`config.mk`:
```
export PLATFORM = sky130hd
export DESIGN_NAME = serial_csr_block
export DESIGN_NICKNAME = d
export VERILOG_FILES = /design/src/rtl/serial_csr_pkg.sv /design/src/rtl/serial_csr_decode.sv /design/src/rtl/serial_csr_rxhold.sv /design/src/rtl/serial_csr_irq.sv /design/src/rtl/serial_csr_block.sv
export SDC_FILE = /design/constraint.sdc
export NUM_CORES = 1
export LEC_CHECK = 0
export CORE_MARGIN = 2
export CORE_UTILIZATION = 40
export DETAILED_ROUTE_END_ITERATION = 12
export DONT_BUFFER_PORTS = 1
export PLACE_DENSITY = 0.53
export SYNTH_ARGS = -nofsm -noshare
export SYNTH_HDL_FRONTEND = slang
export SYNTH_SLANG_ARGS = --single-unit
```
`constraint.sdc`:
```
create_clock -name clk -period 4.8 [get_ports clk]
set_input_delay 0.24 -clock clk [delete_from_list [all_inputs] [get_ports clk]]
set_output_delay 0.24 -clock clk [all_outputs]
set_load 0.02 [all_outputs]
```
`src/rtl/serial_csr_pkg.sv`:
```
package serial_csr_pkg;

   localparam int REG_W = 16;

   // word indices (byte address >> 2)
   localparam int IX_RXD   = 'h00;
   localparam int IX_TXD   = 'h10;
   localparam int IX_C1    = 'h20;
   localparam int IX_C2    = 'h21;
   localparam int IX_C3    = 'h22;
   localparam int IX_C4    = 'h23;
   localparam int IX_FC    = 'h24;
   localparam int IX_S1    = 'h25;
   localparam int IX_S2    = 'h26;
   localparam int IX_BINC  = 'h29;
   localparam int IX_BMOD  = 'h2A;
   localparam int IX_BCNT  = 'h2B;
   localparam int IX_ONEMS = 'h2C;
   localparam int IX_TEST  = 'h2D;

   // status1 / control1 shared positions
   localparam int B_TRDY    = 13;
   localparam int B_RRDY    = 9;
   localparam int B_TXMTYEN = 6;
   // status2 positions
   localparam int B_RDR  = 0;
   localparam int B_BRCD = 2;
   localparam int B_TXFE = 14;
   // control2
   localparam int B_SRST = 0;
   localparam int B_TXEN = 2;
   // test word
   localparam int B_RXEMPTY = 5;
   localparam int B_TXEMPTY = 6;
   // receive word flags
   localparam int B_CHRDY = 15;

   localparam logic [REG_W-1:0] S1_CLR_MASK = 16'h9DB0;
   localparam logic [REG_W-1:0] S2_CLR_MASK = 16'hBDD6;
   localparam logic [REG_W-1:0] C4_IRQ_MASK = 16'h0009;

   localparam logic [REG_W-1:0] S1_RST   = 16'h6040;
   localparam logic [REG_W-1:0] S2_RST   = 16'h4028;
   localparam logic [REG_W-1:0] C1_POR   = 16'h0001;
   localparam logic [REG_W-1:0] C2_POR   = 16'h0004;
   localparam logic [REG_W-1:0] C3_RST   = 16'h0700;
   localparam logic [REG_W-1:0] BCNT_RST = 16'h0004;
   localparam logic [REG_W-1:0] RXB_RST  = 16'h4000;
   localparam logic [REG_W-1:0] BRK_WORD = 16'h5800;

   typedef enum logic [3:0] {
      RID_RXD, RID_TXD, RID_C1, RID_C2, RID_C3, RID_C4, RID_FC, RID_S1,
      RID_S2, RID_BINC, RID_BMOD, RID_BCNT, RID_ONEMS, RID_TEST, RID_NONE
   } reg_id_e;

endpackage

```
`src/rtl/serial_csr_decode.sv`:
```
module serial_csr_decode
   import serial_csr_pkg::*;
#(
   parameter int IDX_W = 10
) (
   input  logic [IDX_W-1:0] idx,
   input  logic             rd,
   input  logic             wr,
   output reg_id_e          rid,
   output logic             rd_ok,
   output logic             wr_ok,
   output logic             err
);

   generate
      if (IDX_W < 6) begin : g_bad_idx
         $error("serial_csr_decode: IDX_W must be at least 6");
      end
   endgenerate

   always_comb begin
      case (idx)
         IDX_W'(IX_RXD):   rid = RID_RXD;
         IDX_W'(IX_TXD):   rid = RID_TXD;
         IDX_W'(IX_C1):    rid = RID_C1;
         IDX_W'(IX_C2):    rid = RID_C2;
         IDX_W'(IX_C3):    rid = RID_C3;
         IDX_W'(IX_C4):    rid = RID_C4;
         IDX_W'(IX_FC):    rid = RID_FC;
         IDX_W'(IX_S1):    rid = RID_S1;
         IDX_W'(IX_S2):    rid = RID_S2;
         IDX_W'(IX_BINC):  rid = RID_BINC;
         IDX_W'(IX_BMOD):  rid = RID_BMOD;
         IDX_W'(IX_BCNT):  rid = RID_BCNT;
         IDX_W'(IX_ONEMS): rid = RID_ONEMS;
         IDX_W'(IX_TEST):  rid = RID_TEST;
         default:          rid = RID_NONE;
      endcase
   end

   assign rd_ok = (rid != RID_NONE) && (rid != RID_TXD);
   assign wr_ok = (rid != RID_NONE) && (rid != RID_RXD) && (rid != RID_BCNT);
   assign err   = (rd & ~rd_ok) | (wr & ~wr_ok);

endmodule

```
`src/rtl/serial_csr_rxhold.sv`:
```
module serial_csr_rxhold
   import serial_csr_pkg::*;
#(
   parameter int CHAR_W = 8
) (
   input  logic              clk,
   input  logic              rst_n,
   input  logic              soft_rst,
   input  logic              char_valid,
   input  logic [CHAR_W-1:0] char_in,
   input  logic              brk,
   input  logic              consume,
   output logic [REG_W-1:0]  hold,
   output logic              empty,
   output logic              took,
   output logic              took_brk,
   output logic              drained
);

   generate
      if (CHAR_W < 1 || CHAR_W > 8) begin : g_bad_char
         $error("serial_csr_rxhold: CHAR_W must be 1..8");
      end
   endgenerate

   logic [REG_W-1:0] load_val;

   assign took     = (char_valid | brk) & empty & ~soft_rst;
   assign took_brk = took & brk;
   assign drained  = consume & ~empty & ~soft_rst;
   assign load_val = brk ? BRK_WORD : {{(REG_W-CHAR_W){1'b0}}, char_in};

   always_ff @(posedge clk or negedge rst_n) begin
      if (!rst_n) begin
         hold  <= RXB_RST;
         empty <= 1'b1;
      end else if (soft_rst) begin
         hold  <= RXB_RST;
         empty <= 1'b1;
      end else if (took) begin
         hold  <= load_val;
         empty <= 1'b0;
      end else if (drained) begin
         empty <= 1'b1;
      end
   end

   // a full buffer keeps its contents until consumed or reset
   assert_hold_when_full_R2 : assert property (@(posedge clk) disable iff (!rst_n)
      (!empty && !soft_rst && !consume) |=> ($stable(hold) && !empty));

   // consuming a held character empties the buffer
   assert_consume_empties_R3 : assert property (@(posedge clk) disable iff (!rst_n)
      (consume && !empty && !soft_rst) |=> empty);

   // a break accepted into an empty buffer stores the break word
   assert_break_word_R4 : assert property (@(posedge clk) disable iff (!rst_n)
      (brk && empty && !soft_rst) |=> (hold == BRK_WORD));

endmodule

```
`src/rtl/serial_csr_irq.sv`:
```
module serial_csr_irq
   import serial_csr_pkg::*;
(
   input  logic             clk,
   input  logic             rst_n,
   input  logic [REG_W-1:0] stat1,
   input  logic [REG_W-1:0] stat2,
   input  logic [REG_W-1:0] ctrl1,
   input  logic [REG_W-1:0] ctrl4,
   output logic             irq
);

   logic [REG_W-1:0] ready_bits;
   logic [REG_W-1:0] s2_mask;

   always_comb begin
      ready_bits = '0;
      ready_bits[B_TRDY] = 1'b1;
      ready_bits[B_RRDY] = 1'b1;
      s2_mask = ctrl4 & C4_IRQ_MASK;
      s2_mask[B_TXFE] = s2_mask[B_TXFE] | ctrl1[B_TXMTYEN];
   end

   assign irq = (|(stat1 & ctrl1 & ready_bits)) | (|(stat2 & s2_mask));

   // with every enable cleared the line stays low
   assert_irq_quiet_R6 : assert property (@(posedge clk) disable iff (!rst_n)
      (!ctrl1[B_TRDY] && !ctrl1[B_RRDY] && !ctrl1[B_TXMTYEN] && ((ctrl4 & C4_IRQ_MASK) == '0))
      |-> !irq);

endmodule

```
`src/rtl/serial_csr_block.sv`:
```
module serial_csr_block
   import serial_csr_pkg::*;
#(
   parameter int ADDR_W = 12,
   parameter int DATA_W = 32,
   parameter int CHAR_W = 8
) (
   input  logic              clk,
   input  logic              rst_n,
   input  logic [ADDR_W-1:0] bus_addr,
   input  logic              bus_rd,
   input  logic              bus_wr,
   input  logic [DATA_W-1:0] bus_wdata,
   output logic [DATA_W-1:0] bus_rdata,
   output logic              bus_err,
   input  logic [CHAR_W-1:0] rx_byte,
   input  logic              rx_valid,
   input  logic              rx_break,
   output logic              rx_ready,
   output logic [CHAR_W-1:0] tx_byte,
   output logic              tx_strobe,
   output logic              irq
);

   localparam int IDX_W = ADDR_W - 2;

   generate
      if (DATA_W <= REG_W) begin : g_bad_data
         $error("serial_csr_block: DATA_W must exceed the 16-bit register width");
      end
   endgenerate

   reg_id_e          rid;
   logic             rd_ok, wr_ok;
   logic [REG_W-1:0] wv;
   logic             soft_rst, rx_consume;
   logic [REG_W-1:0] rx_hold;
   logic             rx_empty, rx_took, rx_took_brk, rx_drained;
   logic [REG_W-1:0] c1, c2, c3, c4, fc, bmod, bcnt, onems, s1, s2;
   logic [REG_W-1:0] s1_clr, s2_clr, s1_nxt, s2_nxt, test_w, rd_val;
   logic             unused_ok;

   assign wv         = bus_wdata[REG_W-1:0];
   assign unused_ok  = ^{bus_wdata[DATA_W-1:REG_W], bus_addr[1:0]};
   assign soft_rst   = bus_wr & (rid == RID_C2) & ~wv[B_SRST];
   assign rx_consume = bus_rd & (rid == RID_RXD);

   serial_csr_decode #(.IDX_W(IDX_W)) u_dec (
      .idx   (bus_addr[ADDR_W-1:2]),
      .rd    (bus_rd),
      .wr    (bus_wr),
      .rid   (rid),
      .rd_ok (rd_ok),
      .wr_ok (wr_ok),
      .err   (bus_err)
   );

   serial_csr_rxhold #(.CHAR_W(CHAR_W)) u_rx (
      .clk        (clk),
      .rst_n      (rst_n),
      .soft_rst   (soft_rst),
      .char_valid (rx_valid),
      .char_in    (rx_byte),
      .brk        (rx_break),
      .consume    (rx_consume),
      .hold       (rx_hold),
      .empty      (rx_empty),
      .took       (rx_took),
      .took_brk   (rx_took_brk),
      .drained    (rx_drained)
   );

   // per-bit write-one-to-clear enables
   generate
      for (genvar gi = 0; gi < REG_W; gi++) begin : g_w1c
         assign s1_clr[gi] = bus_wr & (rid == RID_S1) & wv[gi] & S1_CLR_MASK[gi];
         assign s2_clr[gi] = bus_wr & (rid == RID_S2) & wv[gi] & S2_CLR_MASK[gi];
      end
   endgenerate

   always_comb begin
      s1_nxt = s1 & ~s1_clr;
      s2_nxt = s2 & ~s2_clr;
      if (rx_drained) begin
         s1_nxt[B_RRDY] = 1'b0;
         s2_nxt[B_RDR]  = 1'b0;
      end
      if (rx_took) begin
         s1_nxt[B_RRDY] = 1'b1;
         s2_nxt[B_RDR]  = 1'b1;
      end
      if (rx_took_brk) s2_nxt[B_BRCD] = 1'b1;
   end

   always_ff @(posedge clk or negedge rst_n) begin
      if (!rst_n) begin
         c1 <= C1_POR;  c2 <= C2_POR;  c3 <= C3_RST;  c4 <= '0;
         fc <= '0;  bmod <= '0;  bcnt <= BCNT_RST;  onems <= '0;
         s1 <= S1_RST;  s2 <= S2_RST;
      end else if (soft_rst) begin
         c1 <= '0;  c2 <= wv | (REG_W'(1) << B_SRST);  c3 <= C3_RST;  c4 <= '0;
         fc <= '0;  bmod <= '0;  bcnt <= BCNT_RST;  onems <= '0;
         s1 <= S1_RST;  s2 <= S2_RST;
      end else begin
         if (bus_wr) begin
            case (rid)
               RID_C1:    c1    <= wv;
               RID_C2:    c2    <= wv;
               RID_C3:    c3    <= wv;
               RID_C4:    c4    <= wv;
               RID_FC:    fc    <= wv;
               RID_BINC:  bcnt  <= wv;
               RID_BMOD:  bmod  <= wv;
               RID_ONEMS: onems <= wv;
               default: ;
            endcase
         end
         s1 <= s1_nxt;
         s2 <= s2_nxt;
      end
   end

   always_ff @(posedge clk or negedge rst_n) begin
      if (!rst_n) begin
         tx_strobe <= 1'b0;
         tx_byte   <= '0;
      end else begin
         tx_strobe <= bus_wr & (rid == RID_TXD) & c2[B_TXEN];
         if (bus_wr && rid == RID_TXD && c2[B_TXEN]) tx_byte <= bus_wdata[CHAR_W-1:0];
      end
   end

   always_comb begin
      test_w = '0;
      test_w[B_TXEMPTY] = 1'b1;
      test_w[B_RXEMPTY] = rx_empty;
   end

   always_comb begin
      case (rid)
         RID_RXD:   rd_val = rx_hold | (REG_W'(!rx_empty) << B_CHRDY);
         RID_C1:    rd_val = c1;
         RID_C2:    rd_val = c2;
         RID_C3:    rd_val = c3;
         RID_C4:    rd_val = c4;
         RID_FC:    rd_val = fc;
         RID_S1:    rd_val = s1;
         RID_S2:    rd_val = s2;
         RID_BMOD:  rd_val = bmod;
         RID_BCNT:  rd_val = bcnt;
         RID_ONEMS: rd_val = onems;
         RID_TEST:  rd_val = test_w;
         default:   rd_val = '0;
      endcase
   end

   assign bus_rdata = (bus_rd && rd_ok) ? {{(DATA_W-REG_W){1'b0}}, rd_val} : '0;
   assign rx_ready  = ~s1[B_RRDY];

   serial_csr_irq u_irq (
      .clk   (clk),
      .rst_n (rst_n),
      .stat1 (s1),
      .stat2 (s2),
      .ctrl1 (c1),
      .ctrl4 (c4),
      .irq   (irq)
   );

   // receive-ready status mirrors the buffer held by the receive path
   assert_ready_mirror_R2 : assert property (@(posedge clk) disable iff (!rst_n)
      s1[B_RRDY] == !rx_empty);

   // a status1 write never touches the ready flags
   assert_w1c_ready_R5 : assert property (@(posedge clk) disable iff (!rst_n)
      (bus_wr && rid == RID_S1 && !rx_took && !rx_drained)
      |=> (s1[B_RRDY] == $past(s1[B_RRDY]) && s1[B_TRDY] == $past(s1[B_TRDY])));

   // every transmit strobe follows an enabled transmit write
   assert_tx_gate_R7 : assert property (@(posedge clk) disable iff (!rst_n)
      tx_strobe |-> $past(bus_wr && rid == RID_TXD && c2[B_TXEN]));

   // soft reset leaves control2 with its reset bit set and the buffer empty
   assert_soft_reset_R9 : assert property (@(posedge clk) disable iff (!rst_n)
      soft_rst |=> (c2[B_SRST] && c3 == C3_RST && rx_empty));

   // an undefined access returns zero
   assert_err_zero_R10 : assert property (@(posedge clk) disable iff (!rst_n)
      bus_err |-> (bus_rdata == '0));

endmodule

```
==> flow_summary.yaml <==
run_status:
  outcome: "finished, final reports clean"
setup_path:
  worst_setup_path_startpoint: "bus_addr[9]"
  reg_to_reg_endpoint: "u_rx.empty$_DFFE_PN1P_"
  critical_path_data_arrival_time_ns: 2.73
  timing.critical_path.slowest_stage_cell: "sky130_fd_sc_hd__or4_4"
  critical_path.endpoint: "bus_rdata[6]"
  regToRegStartpoint: "u_rx.empty$_DFFE_PN1P_"
  cp.required_ns: 4.56
  setup.worst_path.start_class: "input pin"
  worstSetupPathType: "input pin to output port"
  worstPathCellList: "or4_4 > a21oi_1 > o2111ai_1 > buf_4 > a31oi_1"
  reg2reg_depth: 3
  timing.critical_path.to_type: "output port"
  r2r_slack_ns: 3.20
  critical_path_peak_fanout: 13
  timing.critical_path.slowest_cell_delay_ns: 0.67
min_path:
  hold_path.class: "input pin to flip-flop"
route:
  vias: 7496
  post_detailed_route_drc_marker_count: 0
  via_per_inst: 6.045
  ant_nets: 0
  post_detailed_routing_wire_length_mm: 31.37
  drt_first_pass_iters: 6
  drt-initial-drc-count: 1011
  drt_wl_cell_um: 25.30
yosys:
  seq_area_frac_synth_pct: 48.44
  synth_edf_count: 0
  syn-instance-count: 976
  synth.ff_latch_count: 170
  mappedNetlistArea_mm2: 0.008805
  async_flop_share_pct: 100.0
  yosys_warnings: 0
  synthFlopType: "sky130_fd_sc_hd__dfrtp_1"
  synth.distinct_cells: 76
  syn_area_per_cell_um2: 9.021
sta:
  timing.final.max_slew_violations: 0
  final_hold_viol_count: 0
  grt_setup_unrepaired: "no"
  timing.final.setup_violations: 0
  worst_slew_margin_rel_pct: 28.70
  setup_slack_ns: 1.833
  final_cycle_share_pct: 61.82
  clock-skew-final_ns: 0.01254
  worst_pin_slew_ns: 1.066
  shortest_period_the_worst_path_allows_ns: 2.967
  fmax_mhz: 337.0
  setup-tns-final_ns: 0
  hold_ws_ns: 0.008315
clock_tree:
  cts_tree: "done"
  h_tree_lvl_count: 4
  cts_buffer_depth: 2
  tritoncts.num_buffers: 17
  numClockSinks: 170
  clk_pin_slew_ns: 0.07
  cts_root_buf: "sky130_fd_sc_hd__clkbuf_16"
  clock_insertion_delay_worst_skew_ns: 0.44
  cts_resized: 0
layout:
  layout.cells.most_common_list: "247 x sky130_fd_sc_hd__nand2_1, 161 x sky130_fd_sc_hd__dfrtp_1, 125 x sky130_fd_sc_hd__a21oi_1"
  final_nets: 1004
  fillers: 2131
  commonest_non_fill_non_tap_cell_in_the_layout: "sky130_fd_sc_hd__nand2_1"
  synthToLayoutAreaGrowth_pct: 8.839
  utilization_after_layout_pct: 44.18
  fraction_of_layout_instances_using_a_drive_strength_above_1_pct: 9.593
die:
  chipHeight_um: 152.4
  die_w_um: 152.4
  initial_utilization_pct: 40.60
  core_area_mm2: 0.02169
  num_io_pins: 102
  core.rowCount: 54
  die_area_mm2: 0.02322
placement:
  port_buffers: 0
  hpwl_mm: 19.44
  routabilityCongestion: 0.8605
  preCtsSetupSlack_ns: 1.851
power_and_ir_drop:
  p_leak_nw: 4.179
  totalPowerFinal_w: 0.002944
  power_per_cell_area_mw_per_mm2: 307.3
  p_int_w: 0.002175
  vdd_drop_max_v: 0.0002029
  power_frac_clock_pct: 44.6
  switching_share_pct: 26.14
  net-switching-power_w: 0.0007697
  p_seq_share_pct: 49.8
  comb_power_share_pct: 5.6
grt:
  grt_usage_pct: 26.90
  vias_in_the_first_global_route: 7018
  maximum_number_of_pins_on_one_net_before_global_route_repair: 171
  grt_overflow: 0
  global_route_wire_length_before_repair_mm: 47.13
  antenna_found_initial: 3
job:
  drv_cap: 0
## power by group through the flow
stage	Sequential [W]	Clock (W)	Combinational [W]
floorplan	0.00149	0	0.000117
global placement	0.00149	0	0.0000859
detailed placement	0.00149	0	0.0000866
CTS	0.00147	0.00133	0.000163
global route	0.00147	0.00139	0.000179
finish	0.00147	0.00131	0.000165
## worst min path at each step
| stage | from | end | slack, ns | cells after the start |
|---|---|---|---|---|
| after global routing | bus_wr | u_rx.hold[14]$_DFFE_PN1P_ | 0.006 | 2 |
| after CTS | bus_wdata[4] | s2[4]$_DFF_PN0_ | 0.001 | 2 |
| after floorplan | rst_n | bcnt[0]$_DFFE_PN0P_ | -0.06 | 0 |
| final | bus_wr | u_rx.hold[14]$_DFFE_PN1P_ | 0.008 | 2 |
| after detailed placement | rst_n | bcnt[8]$_DFFE_PN0P_ | -0.05 | 0 |
| after global placement | rst_n | s2[8]$_DFF_PN0_ | -0.05 | 0 |
## cell families (layout without fill, tap and decap cells)
logic type             Yosys count  in the layout  synth area share, %
AOI/OAI and AO/OA              248            248                19.08
buffers and inverters          117             85                7.176
DFF                            170            170                48.44
muxes                           26             26                3.069
other                            1             17              0.04259
and+or+nand+nor                414            414                22.18
## area by class of cell
cell class                 instances  area, um^2  area share [%]
antenna                            1       2.502         0.02611
clock buffer                      19       432.9           4.518
clock inverter                    13       113.9           1.188
inverter                          10       37.54          0.3917
multi-input combinational        704        3975           41.48
sequential                       170        4265           44.51
tap                              280       350.3           3.656
timing repair buffer              43       405.4           4.230
## critical path: cells and delay by family
| family | cells | cell delay [ns] |
|---|---|---|
| AO/OA/AOI/OAI | 3 | 1.41 |
| AND/OR/NAND/NOR | 1 | 0.67 |
| buffers and inverters | 1 | 0.38 |
## synth_stat cells, drive strengths merged (10+ instances only)
| cell type | count | area [um^2] |
|---|---|---|
| nand2 | 248 | 933.4 |
| dfrtp | 161 | 4029 |
| a21oi | 125 | 625.6 |
| buf | 68 | 446.7 |
| nor2 | 47 | 181.4 |
| clkbuf | 39 | 147.6 |
| nand3 | 39 | 195.2 |
| a22o | 22 | 192.7 |
| and3 | 18 | 112.6 |
| mux2i | 18 | 180.2 |
| a31oi | 16 | 115.1 |
| a22oi | 14 | 105.1 |
| a222oi | 13 | 130.1 |
| nor3b | 11 | 87.58 |
| a221oi | 10 | 87.58 |
| inv | 10 | 37.54 |
| nor3 | 10 | 66.32 |
## state kept, by name, summed over array words and instances (netlist names)
name,cells
tx_strobe,1
onems,16
u_rx.empty,1
c1,16
fc,16
bcnt,16
u_rx.hold,10
bmod,16
c4,16
s1,9
c2,16
s2,13
c3,16
tx_byte,8
## timing repair
item                                    CTS  global route
hold endpoints to repair                315             1
endpoints found under the setup margin    0             0
buffers inserted                          0             0
hold buffers                             21             1
## per-stage QoR
stage	cells	cell area (um^2)
floorplan	991	8861
global placement	1185	8786
detailed placement	1185	8786
CTS	1238	9570
global route	1240	9583
finish	1240	9583
## routing by layer
metal / global-route usage, % / share of wire [%] / vias to the layer above
met4: 7.121 / 2.1 / 2
met1: 40.28 / 46 / 3743
met2: 38.85 / 43 / 342
li1: - / - / 3371
met5: 0 / 0.038 / -
met3: 6.598 / 8.7 / 38
Note: power is estimated with default switching activity, not from simulation.
